## src/rtl/pc_trace_pkg.sv

```systemverilog
package pc_trace_pkg;
  parameter int PC_W   = 18;
  parameter int OFS_W  = 6;
  parameter int TAG_W  = 2;
  localparam int HI_W   = PC_W - OFS_W;
  localparam int LINE_W = TAG_W + PC_W;

  typedef enum logic [TAG_W-1:0] {
    TAG_BASE  = 2'b00,
    TAG_ONE   = 2'b01,
    TAG_TWO   = 2'b10,
    TAG_THREE = 2'b11
  } trc_tag_e;
endpackage

```

## src/rtl/trc_ctrl.sv

```systemverilog
module trc_ctrl (
  input  logic clk_i,
  input  logic rst_ni,
  input  logic arm_i,
  input  logic trig_i,
  input  logic wrote_i,
  output logic active_o,
  output logic pend_o
);
  logic active_q, pend_q;

  always_ff @(posedge clk_i or negedge rst_ni) begin
    if (!rst_ni) begin
      active_q <= 1'b0;
      pend_q   <= 1'b0;
    end else if (arm_i) begin
      active_q <= 1'b1;
      pend_q   <= 1'b0;
    end else if (active_q) begin
      if (wrote_i && (pend_q || trig_i)) begin
        active_q <= 1'b0;
        pend_q   <= 1'b0;
      end else if (trig_i) begin
        pend_q <= 1'b1;
      end
    end
  end

  assign active_o = active_q;
  assign pend_o   = pend_q;


  stop_after_write_chk: assert property (@(posedge clk_i) disable iff (!rst_ni)
    (active_q && !arm_i && wrote_i && (pend_q || trig_i)) |=> !active_q);


  idle_stays_chk: assert property (@(posedge clk_i) disable iff (!rst_ni)
    (!active_q && !arm_i) |=> !active_q);
endmodule

```

## src/rtl/trc_packer.sv

```systemverilog
module trc_packer
  import pc_trace_pkg::*;
(
  input  logic              clk_i,
  input  logic              rst_ni,
  input  logic              clr_i,
  input  logic              en_i,
  input  logic              pc_vld_i,
  input  logic [PC_W-1:0]   pc_i,
  input  logic              flush_i,
  output logic [1:0]        n_wr_o,
  output logic [LINE_W-1:0] line0_o,
  output logic [LINE_W-1:0] line1_o
);
  localparam int NF = 3;

  logic              base_vld_q;
  logic [HI_W-1:0]   base_hi_q;
  logic [1:0]        cnt_q;
  logic [OFS_W-1:0]  fld_q [NF];
  logic              new_base;
  logic [LINE_W-1:0] open_line;

  assign new_base  = !base_vld_q || (pc_i[PC_W-1:OFS_W] != base_hi_q);
  // tag encoding equals offset count; unused fields held at zero
  assign open_line = {cnt_q, fld_q[2], fld_q[1], fld_q[0]};

  always_comb begin
    n_wr_o  = 2'd0;
    line0_o = '0;
    line1_o = '0;
    if (en_i && pc_vld_i) begin
      if (new_base) begin
        if (cnt_q != 2'd0) begin
          n_wr_o  = 2'd2;
          line0_o = open_line;
          line1_o = {TAG_BASE, pc_i};
        end else begin
          n_wr_o  = 2'd1;
          line0_o = {TAG_BASE, pc_i};
        end
      end else if (cnt_q == 2'd2) begin
        n_wr_o  = 2'd1;
        line0_o = {TAG_THREE, pc_i[OFS_W-1:0], fld_q[1], fld_q[0]};
      end
    end else if (en_i && flush_i && cnt_q != 2'd0) begin
      n_wr_o  = 2'd1;
      line0_o = open_line;
    end
  end

  always_ff @(posedge clk_i or negedge rst_ni) begin
    if (!rst_ni) begin
      base_vld_q <= 1'b0;
      base_hi_q  <= '0;
      cnt_q      <= 2'd0;
      for (int i = 0; i < NF; i++) fld_q[i] <= '0;
    end else if (clr_i) begin
      base_vld_q <= 1'b0;
      cnt_q      <= 2'd0;
      for (int i = 0; i < NF; i++) fld_q[i] <= '0;
    end else if (en_i && pc_vld_i) begin
      if (new_base) begin
        base_vld_q <= 1'b1;
        base_hi_q  <= pc_i[PC_W-1:OFS_W];
        cnt_q      <= 2'd0;
        for (int i = 0; i < NF; i++) fld_q[i] <= '0;
      end else if (cnt_q == 2'd2) begin
        cnt_q <= 2'd0;
        for (int i = 0; i < NF; i++) fld_q[i] <= '0;
      end else begin
        fld_q[cnt_q] <= pc_i[OFS_W-1:0];
        cnt_q        <= cnt_q + 2'd1;
      end
    end else if (en_i && flush_i && cnt_q != 2'd0) begin
      cnt_q <= 2'd0;
      for (int i = 0; i < NF; i++) fld_q[i] <= '0;
    end
  end


  open_cnt_chk: assert property (@(posedge clk_i) disable iff (!rst_ni)
    cnt_q != 2'd3);


  dual_base_chk: assert property (@(posedge clk_i) disable iff (!rst_ni)
    (n_wr_o == 2'd2) |-> (line1_o[LINE_W-1 -: TAG_W] == TAG_BASE &&
                          line0_o[LINE_W-1 -: TAG_W] != TAG_BASE));
endmodule

```

## src/rtl/trc_ring.sv

```systemverilog
module trc_ring
  import pc_trace_pkg::*;
#(
  parameter int DEPTH = 64,
  localparam int AW   = $clog2(DEPTH)
) (
  input  logic              clk_i,
  input  logic              rst_ni,
  input  logic              clr_i,
  input  logic [1:0]        n_wr_i,
  input  logic [LINE_W-1:0] line0_i,
  input  logic [LINE_W-1:0] line1_i,
  input  logic [AW-1:0]     rd_addr_i,
  output logic [LINE_W-1:0] rd_line_o,
  output logic [AW-1:0]     wr_ptr_o,
  output logic              rollover_o
);
  localparam logic [AW:0] DEPTH_C = (AW+1)'(DEPTH);

  logic [LINE_W-1:0] mem_q [DEPTH];
  logic [AW-1:0]     ptr_q, addr1, ptr_nxt;
  logic [AW:0]       sum, inc1;
  logic              wrap, roll_q;

  assign sum     = {1'b0, ptr_q} + (AW+1)'(n_wr_i);
  assign wrap    = sum >= DEPTH_C;
  assign ptr_nxt = wrap ? AW'(sum - DEPTH_C) : sum[AW-1:0];
  assign inc1    = {1'b0, ptr_q} + (AW+1)'(1);
  assign addr1   = (inc1 >= DEPTH_C) ? '0 : inc1[AW-1:0];

  always_ff @(posedge clk_i or negedge rst_ni) begin
    if (!rst_ni) begin
      ptr_q  <= '0;
      roll_q <= 1'b0;
    end else if (clr_i) begin
      ptr_q  <= '0;
      roll_q <= 1'b0;
    end else begin
      ptr_q <= ptr_nxt;
      if (wrap) roll_q <= 1'b1;
    end
  end

  for (genvar g = 0; g < DEPTH; g++) begin : g_line
    always_ff @(posedge clk_i or negedge rst_ni) begin
      if (!rst_ni) mem_q[g] <= '0;
      else if (!clr_i && n_wr_i != 2'd0 && ptr_q == AW'(g)) mem_q[g] <= line0_i;
      else if (!clr_i && n_wr_i == 2'd2 && addr1 == AW'(g)) mem_q[g] <= line1_i;
    end
  end

  assign rd_line_o  = ({1'b0, rd_addr_i} < DEPTH_C) ? mem_q[rd_addr_i] : '0;
  assign wr_ptr_o   = ptr_q;
  assign rollover_o = roll_q;


  ptr_step_chk: assert property (@(posedge clk_i) disable iff (!rst_ni)
    !clr_i |=> (int'(ptr_q) == (int'($past(ptr_q)) + int'($past(n_wr_i))) % DEPTH));


  roll_sticky_chk: assert property (@(posedge clk_i) disable iff (!rst_ni)
    (roll_q && !clr_i) |=> roll_q);


  arm_clear_chk: assert property (@(posedge clk_i) disable iff (!rst_ni)
    clr_i |=> (ptr_q == '0 && !roll_q));
endmodule

```

## src/rtl/pc_trace_buf.sv

```systemverilog
module pc_trace_buf
  import pc_trace_pkg::*;
#(
  parameter int DEPTH = 64,
  localparam int AW   = $clog2(DEPTH)
) (
  input  logic              clk_i,
  input  logic              rst_ni,
  input  logic              arm_i,
  input  logic              trig_i,
  input  logic              compress_i,
  input  logic              pc_vld_i,
  input  logic [PC_W-1:0]   pc_i,
  input  logic              dst_i,
  input  logic              vec_i,
  input  logic [AW-1:0]     rd_addr_i,
  output logic [LINE_W-1:0] rd_line_o,
  output logic [AW-1:0]     wr_ptr_o,
  output logic              rollover_o,
  output logic              active_o
);
  logic              active, pend, rec, flush;
  logic [1:0]        pk_n, n_wr;
  logic [LINE_W-1:0] pk_l0, pk_l1, nm_line, line0;

  trc_ctrl u_ctrl (
    .clk_i, .rst_ni, .arm_i, .trig_i,
    .wrote_i (n_wr != 2'd0),
    .active_o(active),
    .pend_o  (pend)
  );

  assign rec   = active && !arm_i;
  assign flush = rec && compress_i && (pend || trig_i) && !pc_vld_i;

  trc_packer u_pack (
    .clk_i, .rst_ni,
    .clr_i   (arm_i),
    .en_i    (rec && compress_i),
    .pc_vld_i,
    .pc_i,
    .flush_i (flush),
    .n_wr_o  (pk_n),
    .line0_o (pk_l0),
    .line1_o (pk_l1)
  );

  // vector targets are always destinations
  assign nm_line = {dst_i | vec_i, vec_i, pc_i};
  assign n_wr    = compress_i ? pk_n : ((rec && pc_vld_i) ? 2'd1 : 2'd0);
  assign line0   = compress_i ? pk_l0 : nm_line;

  trc_ring #(.DEPTH(DEPTH)) u_ring (
    .clk_i, .rst_ni,
    .clr_i     (arm_i),
    .n_wr_i    (n_wr),
    .line0_i   (line0),
    .line1_i   (pk_l1),
    .rd_addr_i,
    .rd_line_o,
    .wr_ptr_o,
    .rollover_o
  );

  assign active_o = active;


  vec_dst_chk: assert property (@(posedge clk_i) disable iff (!rst_ni)
    (!compress_i && n_wr != 2'd0 && line0[PC_W]) |-> line0[PC_W+1]);


  idle_no_write_chk: assert property (@(posedge clk_i) disable iff (!rst_ni)
    !active |-> n_wr == 2'd0);


  frozen_ptr_chk: assert property (@(posedge clk_i) disable iff (!rst_ni)
    (!active && !arm_i) |=> $stable(wr_ptr_o));
endmodule

```

## config.mk

```make
export PLATFORM = sky130hd
export DESIGN_NAME = pc_trace_buf
export DESIGN_NICKNAME = d
export VERILOG_FILES = /design/src/rtl/pc_trace_pkg.sv /design/src/rtl/trc_ctrl.sv /design/src/rtl/trc_packer.sv /design/src/rtl/trc_ring.sv /design/src/rtl/pc_trace_buf.sv
export SDC_FILE = /design/constraint.sdc
export NUM_CORES = 2
export LEC_CHECK = 0
export CORE_MARGIN = 1
export CORE_UTILIZATION = 30
export DETAILED_ROUTE_END_ITERATION = 10
export GPL_TIMING_DRIVEN = 1
export PLACE_DENSITY = 0.47
export SLEW_MARGIN = 15
export SYNTH_ARGS = -nofsm -noshare
export SYNTH_HDL_FRONTEND = slang
export SYNTH_HIERARCHICAL = 1
export SYNTH_SLANG_ARGS = --single-unit
```

## constraint.sdc

```tcl
create_clock -name clk_i -period 5.7 [get_ports clk_i]
set_input_delay 1.71 -clock clk_i [delete_from_list [all_inputs] [get_ports clk_i]]
set_output_delay 1.71 -clock clk_i [all_outputs]
set_load 0.005 [all_outputs]
```

# Word level (Yosys, flattened, before mapping)
# Cells that the tools add are included.
# word_totals
reg_bits,1322
input_bits,32
out_inout_bits,28
elab_cells,613
# classes
n_addsub,4
n_lt_le_gt_ge,5
eq_ne,129
mux,175
n_bitwise,4
n_reduce_logical,222
# op_table
cell,n
$mux W20,138
$eq A6 B6 Y1 const B,64
$eq A6 B5 Y1 const B,32
$logic_and A1 B1 Y1,140
$reduce_bool A2 Y1,70
$bmux W20 S6,1
$mux W18,6
$eq A6 B4 Y1 const B,16
$eq A6 B3 Y1 const B,8
$eq A6 B2 Y1 const B,4
$mux W6,4
$ge A7 B7 Y1 const B,3
$bwmux W18,1
$mux W2,9
$mux W1,15
$demux W6 S2,1
$eq A6 B1 Y1 const B,2
$logic_not A6 Y1,2
$ne A12 B12 Y1,1
$add A6 B1 Y7 const B,1
$add A6 B2 Y7,1
$not A6 Y7,1
$reduce_bool A3 Y1,2
$sub A6 B1 Y6 const B,1
other kinds (11),16

# Logic depth before layout (Yosys ltp)
# depth
ltp_word,15
ltp_mapped,16
mapped_depth_nobuf,12

# Cells and area by module
# The synthesis kept the hierarchy.
# modules_own_cells
module,n_inst,cells_each,area_each_um2,seq_area_each_um2
trc_ring,1,5551,74510.2,32205.9
trc_packer,1,195,1958.1,825.8
pc_trace_buf,1,34,375.4,0.0
trc_ctrl,1,6,76.3,50.0

# Least setup slack after synthesis
# No wires, ideal clock.
# synth_timing
path_type,input-to-output
startpoint,input port rd_addr_i[0]
endpoint,output port rd_line_o[13]
arrival_ns,3.548
required_time_ns,3.990
path_slack_ns,0.442
path_stages,8
path_buffers,4
cell_sequence,buf_2 > buf_4 > buf_2 > buf_2 > mux4_2 > mux2i_1 > a21oi_1 > a32o_1
# synth_between
elab_chain_len,4
# synth_lines
element,line,rtl
from (decl),pc_trace_buf.sv:16,"input logic [AW-1:0] rd_addr_i,"
$not A6 Y7 (not written as such),trc_ring.sv:52,"assign rd_line_o = ({1'b0, rd_addr_i} < DEPTH_C) ? mem_q[rd_addr_i] : '0;"
$bmux W20 S6,trc_ring.sv:52,
$mux W20 (not written as such) (2 in a row),trc_ring.sv:52,
to (decl),pc_trace_buf.sv:17,"output logic [LINE_W-1:0] rd_line_o,"
# Every way passes these cells. The select of a mux whose other input is x is not followed.

# Worst setup path in the final report
# layout_timing
startpoint,input port rd_addr_i[1]
endpoint,output port rd_line_o[12]
# Same word-level chain as after synthesis.

==> impl_metrics.csv <==
group,metric,value,unit
run_status,outcome,"finished with violations",
run_status,failed_checks,"setup timing",
clocking,htreeDepth,4,
clocking,cts_max_path_buffers,3,
layout,final_net_count,5962,
critical_path,setup.worst_path.class,"in2out",
worst_hold_path,hold_class,"reg2reg",
critical_path,crit_end_element,"output port",
placed_design,io_buffers,59,
floorplan,num_rows,185,
detailed_routing,drt_iter0_markers,3314,
placed_design,dpl.cell_count,9078,
yosys,post-synth-top-area-cell,"sky130_fd_sc_hd__dfrtp_1",
clocking,cts_root_buffer,"sky130_fd_sc_hd__clkbuf_16",
yosys,syn_area_per_cell,13.3,sq um
timing,setup-violations-final,5,
yosys,post_synth_instance_area,76900,sq um
yosys,cell_count_after_synthesis,5786,
timing,timing.fmax,0.174,GHz
layout,post_layout_nonfiller_instances,9440,
grt,antenna_violations_before_repair,12,
yosys,asyncSetResetFlopFracSynth,100,%
layout,fillerInstances,24326,
floorplan,dieHeight,508,um
clocking,cts_made_buffers,165,
yosys,yosys.cell_count.top_type,"sky130_fd_sc_hd__mux2_2",
detailed_routing,ant_nets,0,
yosys,synth_seq_cells,1322,
critical_path,max_fo_critical_path,7,
clocking,ctsHoldBuffers,0,
detailed_routing,drcViolationCount,0,
yosys,synth-main-ff-cell,"sky130_fd_sc_hd__dfrtp_1",
floorplan,initial_utilization,30.2,%
layout,post_route_cells_drive_above_1_share,61.0,%
grt,number_of_global_route_vias_before_repair,53540,
floorplan,number_of_placed_i_o_pins,60,
detailed_routing,num_vias,51144,
floorplan,die_width,508,um
layout,ff_latch_area,33100,sq um
timing,final.setup_skew,29.8,ps
timing,finalMaxSlewViolations,0,
critical_path,crit_path_start_kind,"input port",
floorplan,die_area,258000,sq um
layout,syn_to_final_growth,20.8,%
placed_design,hpwlAfterDp,180000,um
critical_path,worstPathRequired,3990,ps
power_and_ir_drop,totalPowerFinal,22.1,mW
clocking,clock_transition_at_the_registers_of_the_reported_paths,60,ps
job,max-cap-violations,0,
grt,gr-usage-met1,30.9,%
clocking,clk_latency,840,ps
grt,wire_length_of_the_first_global_routing_pass,420000,um
detailed_routing,post_drt_via_cell_ratio,5.42,
yosys,yosys-top-cells-area,"sky130_fd_sc_hd__dfrtp_1 (43%), sky130_fd_sc_hd__mux2_2 (33%), sky130_fd_sc_hd__mux4_2 (8.3%)",
clocking,clkSinkCount,1322,
placed_design,place_congestion,0.845,
detailed_routing,first_pass_drt_iterations,5,
placed_design,preCtsSetupSlack,-938,ps
yosys,post-synth-top-area-fraction,43.0,%
yosys,seq_area_frac_synth,43.0,%
yosys,synth_top_cells_by_count,"sky130_fd_sc_hd__mux2_2 (2224), sky130_fd_sc_hd__dfrtp_1 (1322), sky130_fd_sc_hd__clkbuf_1 (337), sky130_fd_sc_hd__mux4_2 (284), sky130_fd_sc_hd__buf_2 (242)",
grt,pin_count_of_the_biggest_net_entering_global_routing,133,
timing,layout_min_cycle_time,5760,ps
grt,gr-max-usage-layer,"met2",
grt,grt_remaining_overflow,0,
grt,global_route.usage.met2,36.9,%
power_and_ir_drop,power_density,238,nW/um^2
detailed_routing,wl_per_cell,30.7,um
timing,min_period_over_period,101,%
detailed_routing,routed_wl,290000,um
yosys,synth-warning-count,6,
timing,timing.final.ws_setup,-59.0,ps
yosys,synth_edf_count,0,
timing,max_slew.worst_pin.slew,1230,ps
layout,multi_input_comb_area,42100,sq um
power_and_ir_drop,p_leak,43.4,nW
timing,hold_viol_final,0,
grt,grt_use_met3,2.77,%
power_and_ir_drop,max-vdd-ir-drop,0.272,mV
yosys,synth_cell_types,72,
grt,grt_usage,22.5,%
critical_path,cp_data_arrival_time,4050,ps
timing,unrepaired_setup_endpoints_after_global_routing,"yes",
layout,finalCoreUtilization,36.5,%
floorplan,floorplan.core_area,254000,sq um
timing,final.hold.worst_slack,483,ps
timing,timing.max_slew.rel_slack,18.1,%
clocking,tritoncts,"done",
-- layer usage --
| layer | vias up | routed length [um] |
|---|---|---|
| met2 | 1174 | 139000 |
| met1 | 27895 | 132000 |
| met5 | - | 0 |
| met3 | 323 | 11500 |
| li1 | 21752 | - |
| met4 | 0 | 7890 |
-- state kept, by name, indices dropped and copies added (netlist names) --
name / cells
u_ctrl/active_o: 1
u_ctrl/pend_o: 1
u_pack/base_hi_q: 12
u_pack/base_vld_q: 1
u_pack/cnt_q: 2
u_pack/fld_q: 18
u_ring/mem_q: 1280
u_ring/rollover_o: 1
u_ring/wr_ptr_o: 6
-- metrics by stage --
step | cell area, sq um | TNS [ps]
finish | 92900 | -182
global route | 92900 | -450
CTS | 92600 | -617
detailed placement | 85600 | -13040
global placement | 85600 | -12500
floorplan | 76900 | 0
-- cell families (layout without fill, tap and decap cells) --
| family | Yosys count | after routing | synth area share, % |
|---|---|---|---|
| AO/OA/AOI/OAI | 381 | 381 | 3.27 |
| XOR/XNOR | 17 | 17 | 0.194 |
| adder cells (fa/ha/maj) | 3 | 3 | 0.0586 |
| buffers and inverters | 702 | 978 | 4.04 |
| flip-flops | 1322 | 1322 | 43.0 |
| multiplexers | 2922 | 2922 | 46.7 |
| other | 1 | 13 | 0.00488 |
| AND/OR/NAND/NOR | 438 | 438 | 2.71 |
-- power breakdown --
group	switching [mW]	leakage [nW]	total (mW)	internal, mW
Combinational	1.12	22.2	1.72	0.601
Clock	4.52	2.78	10.9	6.43
Sequential	0.0240	18.4	9.45	9.42
Total	5.66	43.4	22.1	16.5
-- cell usage in the layout (no fill, tap or decap), drive strengths merged, types with 6 or more instances in the layout --
cell type and instances:
o31ai 13, clkbuf 250, clkdlybuf4s50 31, mux2i 171
nand4 7, a21oi 99, nor4 8, and2 35
nand3 23, nor2 152, mux4 284, a22oi 12
nand2 131, clkinv 31, mux2 2467, o221ai 15
o22a 6, o2111ai 12, diode 11, nor2b 21
a211oi 37, nor3 12, a22o 24, and3 8
xnor2 14, a221o 6, a32o 13, dfrtp 1322
nand2b 11, bufinv 9, buf 626, o22ai 57
or4 6, o21ai 67, inv 17
-- layout make-up --
| type | count | area share [%] |
|---|---|---|
| Inverter | 4 | 0.0162 |
| Tap cell | 3366 | 4.53 |
| Antenna cell | 11 | 0.0296 |
| Timing Repair Buffer | 671 | 8.50 |
| Multi-Input combinational cell | 3763 | 45.3 |
| Clock inverter | 56 | 0.702 |
| Sequential cell | 1322 | 35.6 |
| Clock buffer | 247 | 5.33 |
-- final timing paths --
check / start / end / slack (ps) / cells past startpoint
setup reg to reg: u_pack/base_hi_q[3] / u_ring/mem_q[146] / 1700 / 14
hold reg to reg: u_ring/mem_q[1279] / u_ring/mem_q[1279] / 480 / 2
setup / recovery: rd_addr_i[1] / rd_line_o[12] / -60 / 13
max in group asynchronous: rst_ni / u_ring/mem_q[259] / 3460 / 2
min in group asynchronous: rst_ni / u_ring/mem_q[164] / 830 / 1
hold / removal: u_ring/mem_q[1279] / u_ring/mem_q[1279] / 480 / 2
-- critical path, cell delays in order --
cell	delay, ps
sky130_fd_sc_hd__buf_16	140
sky130_fd_sc_hd__buf_12	150
sky130_fd_sc_hd__buf_12	130
sky130_fd_sc_hd__buf_12	120
sky130_fd_sc_hd__buf_8	120
sky130_fd_sc_hd__buf_6	110
sky130_fd_sc_hd__mux4_2	420
sky130_fd_sc_hd__mux2_4	310
sky130_fd_sc_hd__o221ai_2	180
sky130_fd_sc_hd__buf_6	170
sky130_fd_sc_hd__o31ai_4	70
sky130_fd_sc_hd__a32o_2	270
sky130_fd_sc_hd__buf_6	120
-- repair_timing --
item | in CTS | in global routing
pin swaps | 31 | 18
gates resized for setup | 258 | 28
setup buffers | 47 | 9
gates cloned | 6 | 0
setup endpoints to repair | 20 | 15
Power figures use the tool's default switching activity.
